==> config.mk <==
export PLATFORM = sky130hd
export DESIGN_NAME = gpio_port8
export DESIGN_NICKNAME = d
export VERILOG_FILES = /design/src/rtl/gpio_port8.sv
export SDC_FILE = /design/constraint.sdc
export NUM_CORES = 1
export LEC_CHECK = 0
export ABC_AREA = 1
export BUFFER_PORTS_ARGS = -buffer_cell sky130_fd_sc_hd__buf_4
export CAP_MARGIN = 20
export CORE_ASPECT_RATIO = 1.5
export CORE_MARGIN = 3
export CORE_UTILIZATION = 40
export CTS_BUF_LIST = sky130_fd_sc_hd__clkbuf_16
export DETAILED_ROUTE_END_ITERATION = 16
export GPL_TIMING_DRIVEN = 0
export HOLD_SLACK_MARGIN = 0.06
export PLACE_DENSITY_LB_ADDON = 0.12
export SYNTH_ARGS = -nofsm -noshare
export SYNTH_HDL_FRONTEND = slang
export SYNTH_SLANG_ARGS = --single-unit
export TNS_END_PERCENT = 30
==> constraint.sdc <==
create_clock -name clk -period 1.2 [get_ports clk]
set_clock_uncertainty 0.2 [all_clocks]
set_input_delay 0.24 -clock clk [delete_from_list [all_inputs] [get_ports clk]]
set_output_delay 0.24 -clock clk [all_outputs]
set_load 0.05 [all_outputs]
==> src/rtl/gpio_port8.sv <==
module gpio_port8 #(
  parameter int WIDTH       = 8,
  parameter int RO_BIT      = 6,
  parameter int STRB_BIT    = 0,
  parameter int SYNC_STAGES = 2
) (
  input  logic             clk,
  input  logic             rst_n,
  input  logic             hw_stby,
  input  logic             sw_stby,
  input  logic             reg_wr,
  input  logic             reg_sel,
  input  logic [WIDTH-1:0] reg_wdata,
  output logic [WIDTH-1:0] reg_rdata,
  input  logic             wide_bus,
  input  logic             lwr_n,
  input  logic [WIDTH-1:0] pad_in,
  output logic [WIDTH-1:0] pad_oe,
  output logic [WIDTH-1:0] pad_out
);

  localparam logic [WIDTH-1:0] RO_MASK = WIDTH'(1) << RO_BIT;

  logic [WIDTH-1:0] data_q, dir_q, pin_lvl, out_sel;
  logic [WIDTH-1:0] sync_q [SYNC_STAGES];
  logic             wr_ok;

  assign wr_ok = reg_wr & ~hw_stby & ~sw_stby;

  always_ff @(posedge clk or negedge rst_n) begin
    if (!rst_n) begin
      for (int s = 0; s < SYNC_STAGES; s++) sync_q[s] <= '0;
    end else begin
      sync_q[0] <= pad_in;
      for (int s = 1; s < SYNC_STAGES; s++) sync_q[s] <= sync_q[s-1];
    end
  end

  assign pin_lvl = sync_q[SYNC_STAGES-1];

  always_ff @(posedge clk or negedge rst_n) begin
    if (!rst_n)                  data_q <= '0;
    else if (hw_stby)            data_q <= '0;
    else if (wr_ok && !reg_sel)  data_q <= reg_wdata & ~RO_MASK;
  end

  always_ff @(posedge clk or negedge rst_n) begin
    if (!rst_n)                  dir_q <= '0;
    else if (hw_stby)            dir_q <= '0;
    else if (wr_ok && reg_sel)   dir_q <= reg_wdata;
  end

  assign out_sel   = dir_q & ~RO_MASK;
  assign reg_rdata = reg_sel ? '0 : ((out_sel & data_q) | (~out_sel & pin_lvl));

  for (genvar i = 0; i < WIDTH; i++) begin : g_pin
    if (i == RO_BIT) begin : g_ro
      assign pad_oe[i]  = 1'b0;
      assign pad_out[i] = 1'b0;
    end else if (i == STRB_BIT) begin : g_strb
      assign pad_oe[i]  = ~hw_stby & (wide_bus ? dir_q[i] : 1'b1);
      assign pad_out[i] = wide_bus ? data_q[i] : lwr_n;
    end else begin : g_gp
      assign pad_oe[i]  = ~hw_stby & dir_q[i];
      assign pad_out[i] = data_q[i];
    end
  end


  hw_clear_chk: assert property (@(posedge clk) disable iff (!rst_n)
    hw_stby |=> (data_q == '0 && dir_q == '0));


  sw_hold_chk: assert property (@(posedge clk) disable iff (!rst_n)
    (sw_stby && !hw_stby) |=> ($stable(data_q) && $stable(dir_q)));


  data_load_chk: assert property (@(posedge clk) disable iff (!rst_n)
    (reg_wr && !reg_sel && !hw_stby && !sw_stby) |=>
      ((data_q & ~RO_MASK) == ($past(reg_wdata) & ~RO_MASK)));


  dir_load_chk: assert property (@(posedge clk) disable iff (!rst_n)
    (reg_wr && reg_sel && !hw_stby && !sw_stby) |=> (dir_q == $past(reg_wdata)));


  strobe_pin_chk: assert property (@(posedge clk) disable iff (!rst_n)
    (!wide_bus && !hw_stby) |-> (pad_oe[STRB_BIT] && pad_out[STRB_BIT] == lwr_n));


  ro_undriven_chk: assert property (@(posedge clk) disable iff (!rst_n)
    !pad_oe[RO_BIT]);

endmodule

==> impl_metrics.csv, run 1 <==
group,metric,value,unit
synthesis,synth_area,1360,um2
worst_setup_path,ff2ff_path_depth,5,
finish,area_delta_synth_final,64.1,%
floorplanning,rows,25,
synthesis,avgSynthCellArea,9.20,um2
sta,rsz0062_at_grt,"true",
synthesis,yosysWarnings,0,
worst_setup_path,worstReg2RegEnd,"dir_q[0]",
place,portBuffers,42,
worst_hold_path,hp-class,"input pin to flop",
worst_setup_path,worstSetupStartpoint,"dir_q[3]",
outcome,status,"finished, violations left",
synthesis,muxShareOfSynthArea,0,
synthesis,synth_fa_ha_area_frac,0,
detailed_routing,drtIter0Drc,13,
sta,fmax,665,MHz
synthesis,syn_inst,148,
worst_setup_path,worstSetupEndpointType,"output pin",
power_and_ir_drop,totalPowerFinal,2.74,mW
floorplanning,core-area,3220,um2
global_route,grt_max_degree,31,
synthesis,yosys.area_share.simple,0.266,
synthesis,synthXorXnorAreaFrac,0,
sta,fin_tns_setup,-5.11,ns
finish,design_area,2230,um2
synthesis,yosys.area.top_type,"dfrtp_1",
synthesis,synth_compound_area_frac,0.0331,
detailed_routing,num_vias,1167,
power_and_ir_drop,power_leakage,1.12,nW
synthesis,synth_top_area_share,0.551,
floorplanning,die_height,77.5,um
detailed_routing,dr.pass1.iters,4,
cts,cts_sinks,30,
global_route,grt_pass1_vias,1253,
synthesis,synth_top_family_by_area,"simple AND/OR/NAND/NOR gates",
cts,clk_path_buf_depth,2,
synthesis,synth_edf_count,0,
synthesis,post-synth-top-count-cell,"dfrtp_1",
detailed_routing,drc_errors,0,
global_route,antenna_found_initial,0,
sta,fin_crit_sh,1.25,
cts,clkLatencyLatePin,0.27,ns
sta,setup_viol,22,
floorplanning,die-area,4150,um2
sta,hold_viol_final,0,
worst_setup_path,cp-start-kind,"flop",
synthesis,synth_ff_type,"dfrtp_1",
worst_setup_path,endpoint,"reg_rdata[3]",
cts,clk_pin_slew,0.05,ns
detailed_routing,avgViaCountPerCell,4.65,
floorplanning,io_pins,48,
place,dp_hpwl,2120,um
finish,antenna_cells,0,
synthesis,synth_common_cells,"dfrtp_1 (30), nand2_1 (23), nand3_1 (21), nor2_1 (21), inv_1 (18)",
floorplanning,chipWidth,53.6,um
synthesis,ys_seq_elements,30,
cts,cts_tree,"yes",
global_route,grt_pass1_wl,5520,um
detailed_routing,wl_per_cell,12.5,um
place,placed_area,1840,um2
synthesis,synth_area_leaders,"dfrtp_1 (55%), nand3_1 (7.7%), nand2_1 (6.3%), nor2_1 (5.8%), inv_1 (5.0%)",
worst_setup_path,r2r_slack,0.17,ns
place,gp_congestion,0.798,
worst_setup_path,required,0.76,ns
detailed_routing,antenna_left,0,
outcome,violations,"setup timing",
synthesis,yosysSeqAreaShare,0.551,
worst_setup_path,worst-setup-path-type,"flop to output pin",
synthesis,ys_types,15,
floorplanning,initial_core_util,0.423,
cts,h-tree-depth,2,
run,max-cap-violations,0,
worst_setup_path,critPathMaxFanout,2,
cts,cts_made_buffers,5,
global_route,grt_usage,0.183,
power_and_ir_drop,power_density,1230,nW/um2
power_and_ir_drop,peakVddDrop,0.993,mV
finish,drive_gt1_frac,0.483,
worst_setup_path,arrival,1.06,ns
cts,root_buffer,"clkbuf_16",
sta,period_needed,1.50,ns
worst_setup_path,timing.rr.start,"dir_q[0]",
detailed_routing,drt-total-wl,3130,um
synthesis,synthArstFlopShare,1.00,
sta,setup_slack,-0.304,ns
global_route,grt_overflow_total,0,
finish,nets,234,
sta,slew_violations,0,
cell type report:
class	count	area [um2]
Sequential cell	30	751
Clock buffer	5	125
Buffer	13	138
Fill cell	253	988
Multi-Input combinational cell	86	536
Clock inverter	3	11.3
Inverter	20	82.6
Timing Repair Buffer	54	541
Tap cell	40	50.0
sequential cells by signal, summed over array words and instances, names as in the netlist:
register and count:
pin_lvl 8, sync_q 8, data_q 7, dir_q 7
worst min-delay path by stage:
stage,start,endpoint,cells past startpoint
6_report,sw_stby,data_q[3],4
5_1_grt,sw_stby,data_q[3],4
4_1_cts,sw_stby,data_q[3],4
3_5_place_dp,rst_n,sync_q[12],1
3_3_place_gp,rst_n,sync_q[12],1
2_1_floorplan,rst_n,data_q[0],0
layer usage:
metal  global-route usage  wire length, um  vias to the layer above
met5                    0                0                        -
met3               0.0537              176                        7
met4               0.0844               69                        0
met1                0.197             1140                      547
li1                     -                -                      576
met2                0.314             1740                       37
placed cells by master (no fill, tap or decap), drive strengths merged:
cell	n
buf	56
dfrtp	30
nor2	30
nand2	23
nand3	22
inv	20
dlygate4sd3	10
o21ai	8
clkbuf	5
clkinv	3
conb	2
a21oi	1
dlymetal6s4s	1
power by group:
| part | leakage (nW) | switching [mW] | internal [mW] |
|---|---|---|---|
| clock | 0.0663 | 0.397 | 0.742 |
| sequential | 0.379 | 0.0261 | 1.06 |
| combinational | 0.674 | 0.298 | 0.221 |
| total | 1.12 | 0.720 | 2.02 |
timing repair:
| action | in CTS | in global routing |
|---|---|---|
| cloned | 0 | 0 |
| buffers inserted | 0 | 1 |
| gates resized for setup | 40 | 8 |
| hold buffers | 11 | 0 |
| hold endpoints to repair | 45 | 0 |
| setup endpoints to repair | 22 | 27 |
| pin swaps | 4 | 1 |
critical path, stage by stage, from the launching register on:
cell	delay (ns)
dfrtp_1	0.41
inv_2	0.10
nor2_2	0.05
nor2_4	0.08
buf_6	0.16
metrics by stage:
step,hold slack (ns),util,std cells,setup WS (ns)
2_1_floorplan,-0.256,-,149,-0.192
3_3_place_gp,-0.0132,0.570,231,-0.185
3_5_place_dp,-0.0143,0.570,231,-0.190
4_1_cts,0.0542,0.682,250,-0.308
5_1_grt,0.0634,0.693,251,-0.358
6_report,0.0592,0.693,251,-0.304
kinds of logic after synthesis:
logic type / Yosys count
other: 1
AND/OR/NAND/NOR: 75
AO/OA/AOI/OAI: 9
flip-flops: 30
buffers and inverters: 33
Note: power is estimated with default switching activity, not from simulation.
==> run 2: changes to the inputs <==
PLACE_DENSITY = 0.76   (was not set)
PLACE_DENSITY_LB_ADDON = not set   (was 0.12)
clock period = 1.91 ns   (was 1.2 ns; I/O delays follow)
==> impl_metrics.csv, run 2 (same netlist as run 1, synthesis figures left out) <==
group,metric,value,unit
sta,period_needed,1.74,ns
sta,rsz0062_at_grt,"false",
power_and_ir_drop,clockPowerShare,0.425,
detailed_routing,num_vias,1130,
worst_setup_path,critical_path.top_delay_family,"buffers and inverters",
worst_setup_path,arrival,1.16,ns
worst_hold_path,hp-class,"flop to flop",
worst_setup_path,worstSetupEndpointType,"output pin",
cts,h-tree-depth,2,
floorplanning,rows,25,
floorplanning,initial_core_util,0.423,
power_and_ir_drop,p_int,1.23,mW
cts,clk_pin_slew,0.05,ns
finish,drive_gt1_frac,0.350,
worst_setup_path,max_stage_delay,0.21,ns
global_route,grt_max_degree,31,
outcome,status,"complete, no violations",
detailed_routing,wl_per_cell,12.0,um
floorplanning,die-area,4150,um2
global_route,grt_usage,0.165,
worst_setup_path,worst-path-buf-inv,4,
cts,cts_setup_buffers,0,
place,placed_cells,231,
worst_setup_path,crit_slowest_cell,"buf_4",
worst_setup_path,r2r_slack,0.95,ns
global_route,grt_overflow_total,0,
cts,clk_path_buf_depth,2,
cts,clkLatencyLatePin,0.27,ns
cts,cts_hold_buf,9,
power_and_ir_drop,power_frac_seq,0.410,
power_and_ir_drop,sw_frac_of_total,0.254,
cts,cts_tree,"yes",
cts,root_buffer,"clkbuf_16",
sta,fin_crit_sh,0.913,
place,portBuffers,42,
cts,cts_resized,0,
worst_setup_path,critPathMaxFanout,10,
worst_setup_path,worst-setup-path-type,"input pin to output pin",
sta,fin_tns_setup,0,ns
power_and_ir_drop,peakVddDrop,0.673,mV
sta,fmax,573,MHz
power_and_ir_drop,power_leakage,1.06,nW
run,max-cap-violations,0,
finish,layout_common_cells,"buf_4 (50), dfrtp_1 (30), nand2_1 (23), nor2_1 (21), nand3_1 (21)",
detailed_routing,antenna_left,0,
finish,fill_cells,283,
power_and_ir_drop,power_frac_comb,0.165,
sta,setup_viol,0,
power_and_ir_drop,p_sw,0.417,mW
finish,area_delta_synth_final,43.2,%
worst_setup_path,cp-start-kind,"input pin",
finish,antenna_cells,0,
finish,nets,231,
cts,cts_made_buffers,5,
floorplanning,die_height,77.5,um
detailed_routing,dr.pass1.iters,4,
power_and_ir_drop,power_density,843,nW/um2
finish,finalNonFillerCells,246,
detailed_routing,avgViaCountPerCell,4.59,
global_route,antenna_found_initial,0,
floorplanning,chipWidth,53.6,um
place,dp_hpwl,2100,um
global_route,grt_pass1_wl,4890,um
sta,slew_violations,0,
detailed_routing,drt-total-wl,2960,um
global_route,grt_pass1_vias,1140,
detailed_routing,drtIter0Drc,28,
worst_setup_path,path_common_cell,"buf_6",
place,gp_congestion,0.807,
cts,cts_sinks,30,
floorplanning,core-area,3220,um2
finish,mostFrequentLayoutCell,"buf_4",
floorplanning,io_pins,48,
detailed_routing,drc_errors,0,
worst_setup_path,cp_cell_sequence,"buf_6 -> inv_2 -> buf_6 -> o21ai_0 -> nor2_1 -> buf_4",
sta,hold_viol_final,0,
worst_setup_path,required,1.33,ns
## run 2: final timing paths
kind,to,startpoint,depth (start not counted)
setup / recovery,reg_rdata[5],reg_sel,6
min in group asynchronous,sync_q[10],rst_n,2
hold reg to reg,pin_lvl[3],sync_q[11],0
hold / removal,pin_lvl[3],sync_q[11],0
max in group asynchronous,pin_lvl[7],rst_n,2
setup reg to reg,dir_q[0],dir_q[0],4
## run 2: power by group through the flow
| stage | Combinational (mW) | Sequential (mW) | Clock, mW |
|---|---|---|---|
| global route | 0.291 | 0.677 | 0.743 |
| CTS | 0.273 | 0.675 | 0.715 |
| global placement | 0.255 | 0.684 | 0 |
| detailed placement | 0.258 | 0.685 | 0 |
| finish | 0.271 | 0.675 | 0.699 |
| floorplan | 0.165 | 0.681 | 0 |
## run 2: stage by stage
step / total power [mW] / worst slack (ns) / hold slack [ns] / area, um2 / utilization
after CTS: 1.66 / 0.154 / 0.145 / 1950 / 0.605
after detailed placement: 0.942 / 0.163 / 0.128 / 1730 / 0.537
final: 1.64 / 0.166 / 0.141 / 1950 / 0.605
after global routing: 1.71 / 0.0775 / 0.151 / 1950 / 0.605
after floorplan: 0.846 / -0.0939 / -0.114 / 1370 / -
after global placement: 0.939 / 0.162 / 0.129 / 1730 / 0.537
## run 2: worst reg2reg max path, stage by stage (launching register included)
cell and delay [ns]:
dfrtp_1 0.38, inv_1 0.11, nor2_1 0.05, nand2_1 0.06, nand2_1 0.05
## run 2: metal layers
metal,vias to the layer above,global-route usage,routed length [um]
met5,-,0,0
met4,0,0.0946,77
met3,7,0.0518,182
met2,38,0.274,1630
met1,527,0.175,1070
li1,558,-,-
## run 2: final cells by class
type	instances	area [um2]	area share
timing repair buffer	51	405	0.208
inverter	20	75.1	0.0385
multi-input combinational	86	414	0.212
sequential	30	751	0.385
clock buffer	5	125	0.0642
tap	40	50.0	0.0257
clock inverter	1	3.75	0.00193
buffer	13	125	0.0642
==> run 3: changes to the inputs <==
CORE_UTILIZATION = 43   (was 40)
PLACE_DENSITY = 0.8   (was 0.76)
clock period = 2.22 ns   (was 1.91 ns; I/O delays follow)
==> impl_metrics.csv, run 3 (same netlist as run 1, synthesis figures left out) <==
group,metric,value,unit
global_route,grt_overflow_total,0,
global_route,antenna_found_initial,0,
global_route,grt_pass1_wl,4270,um
place,dp_hpwl,1990,um
floorplanning,io_pins,48,
place,gp_congestion,0.782,
finish,nets,223,
sta,fin_tns_setup,0,ns
floorplanning,core-area,2970,um2
power_and_ir_drop,power_leakage,1.03,nW
place,placed_area,1730,um2
worst_setup_path,cp-start-kind,"input pin",
sta,setup_slack,0.367,ns
detailed_routing,num_vias,1089,
power_and_ir_drop,p_int,1.05,mW
detailed_routing,avgViaCountPerCell,4.56,
sta,holdWs,0.0743,ns
cts,cts_made_buffers,5,
detailed_routing,drc_errors,0,
floorplanning,rows,24,
cts,cts_tree,"yes",
finish,finish.utilization,0.631,
worst_setup_path,required,1.58,ns
sta,setup_viol,0,
cts,h-tree-depth,2,
floorplanning,die-area,3890,um2
sta,fmax,540,MHz
cts,root_buffer,"clkbuf_16",
cts,cts_setup_buffers,0,
power_and_ir_drop,power_density,755,nW/um2
global_route,grt_usage,0.161,
power_and_ir_drop,power_frac_seq,0.410,
cts,clk_pin_slew,0.05,ns
detailed_routing,wl_per_cell,11.6,um
cts,clk_path_buf_depth,2,
power_and_ir_drop,p_sw,0.365,mW
worst_setup_path,path_common_cell,"buf_6",
worst_setup_path,critPathMaxFanout,10,
finish,layout_common_cells,"buf_4 (50), dfrtp_1 (30), nand2_1 (23), nor2_1 (21), nand3_1 (21)",
detailed_routing,drtIter0Drc,17,
place,portBuffers,42,
power_and_ir_drop,clockPowerShare,0.434,
global_route,grt_pass1_vias,978,
sta,hold_viol_final,0,
power_and_ir_drop,peakVddDrop,0.529,mV
finish,design_area,1880,um2
finish,antenna_cells,0,
detailed_routing,antenna_left,0,
sta,fin_crit_sh,0.835,
worst_hold_path,hp-class,"input pin to flop",
finish,drive_gt1_frac,0.360,
cts,cts_sinks,30,
worst_setup_path,cp_cell_sequence,"buf_6 -> inv_2 -> buf_6 -> o21ai_0 -> nor2_1 -> buf_4",
place,place_ws,0.363,ns
floorplanning,die_height,74.9,um
outcome,status,"complete, no violations",
finish,area_delta_synth_final,37.8,%
sta,rsz0062_at_grt,"false",
power_and_ir_drop,power_frac_comb,0.156,
worst_setup_path,worst-setup-path-type,"input pin to output pin",
sta,period_needed,1.85,ns
run,max-cap-violations,0,
finish,mostFrequentLayoutCell,"buf_4",
worst_setup_path,arrival,1.21,ns
worst_setup_path,r2r_slack,1.28,ns
sta,slew_violations,0,
floorplanning,chipWidth,51.9,um
cts,clkLatencyLatePin,0.27,ns
worst_setup_path,max_stage_delay,0.20,ns
worst_setup_path,crit_slowest_cell,"buf_4",
global_route,grt_max_degree,31,
power_and_ir_drop,sw_frac_of_total,0.258,
floorplanning,initial_core_util,0.458,
detailed_routing,drt-total-wl,2760,um
worst_setup_path,worstSetupEndpointType,"output pin",
detailed_routing,dr.pass1.iters,4,
[run 3: worst paths after layout]
kind,end,from,depth (start not counted)
hold / removal,sync_q[13],pad_in[5],1
min in group asynchronous,sync_q[9],rst_n,2
max in group asynchronous,sync_q[15],rst_n,2
setup reg to reg,dir_q[5],dir_q[5],4
setup / recovery,reg_rdata[3],reg_sel,6
hold reg to reg,pin_lvl[7],sync_q[15],0
[run 3: through the flow]
step	total power, mW	cells
2_1_floorplan	0.728	149
3_5_place_dp	0.810	230
5_1_grt	1.48	239
6_report	1.42	239
4_1_cts	1.43	239
3_3_place_gp	0.808	230
[run 3: cell type report]
| class | count | area [um2] |
|---|---|---|
| inverter | 20 | 75.1 |
| tap | 39 | 48.8 |
| buffer | 13 | 125 |
| clock buffer | 5 | 125 |
| timing repair buffer | 43 | 325 |
| fill | 260 | 1100 |
| multi-input combinational | 86 | 414 |
| sequential | 30 | 751 |
| clock inverter | 3 | 11.3 |
[run 3: power groups by stage]
stage | logic (mW) | registers (mW) | clock network [mW]
3_5_place_dp | 0.221 | 0.589 | 0
6_report | 0.221 | 0.580 | 0.615
2_1_floorplan | 0.142 | 0.586 | 0
3_3_place_gp | 0.220 | 0.588 | 0
4_1_cts | 0.223 | 0.580 | 0.630
5_1_grt | 0.238 | 0.582 | 0.657
[run 3: repair_timing]
action                                 CTS  global route
hold buffers                             1             0
endpoints found under the hold margin   30             0
gates resized for setup                  0             0
[run 3: per-layer routing]
metal / up-vias / routed length, um / share of wire / global-route usage
met2: 26 / 1480 / 0.54 / 0.266
met5: - / 0 / 0 / 0
met1: 510 / 1070 / 0.39 / 0.168
met3: 8 / 138 / 0.050 / 0.0554
li1: 545 / - / - / -
met4: 0 / 72 / 0.026 / 0.114
[run 3: critical path, delay by kind of cell]
family          cells  cell delay (ns)
buf+inv             4             0.58
simple gates        1             0.09
compound gates      1             0.08
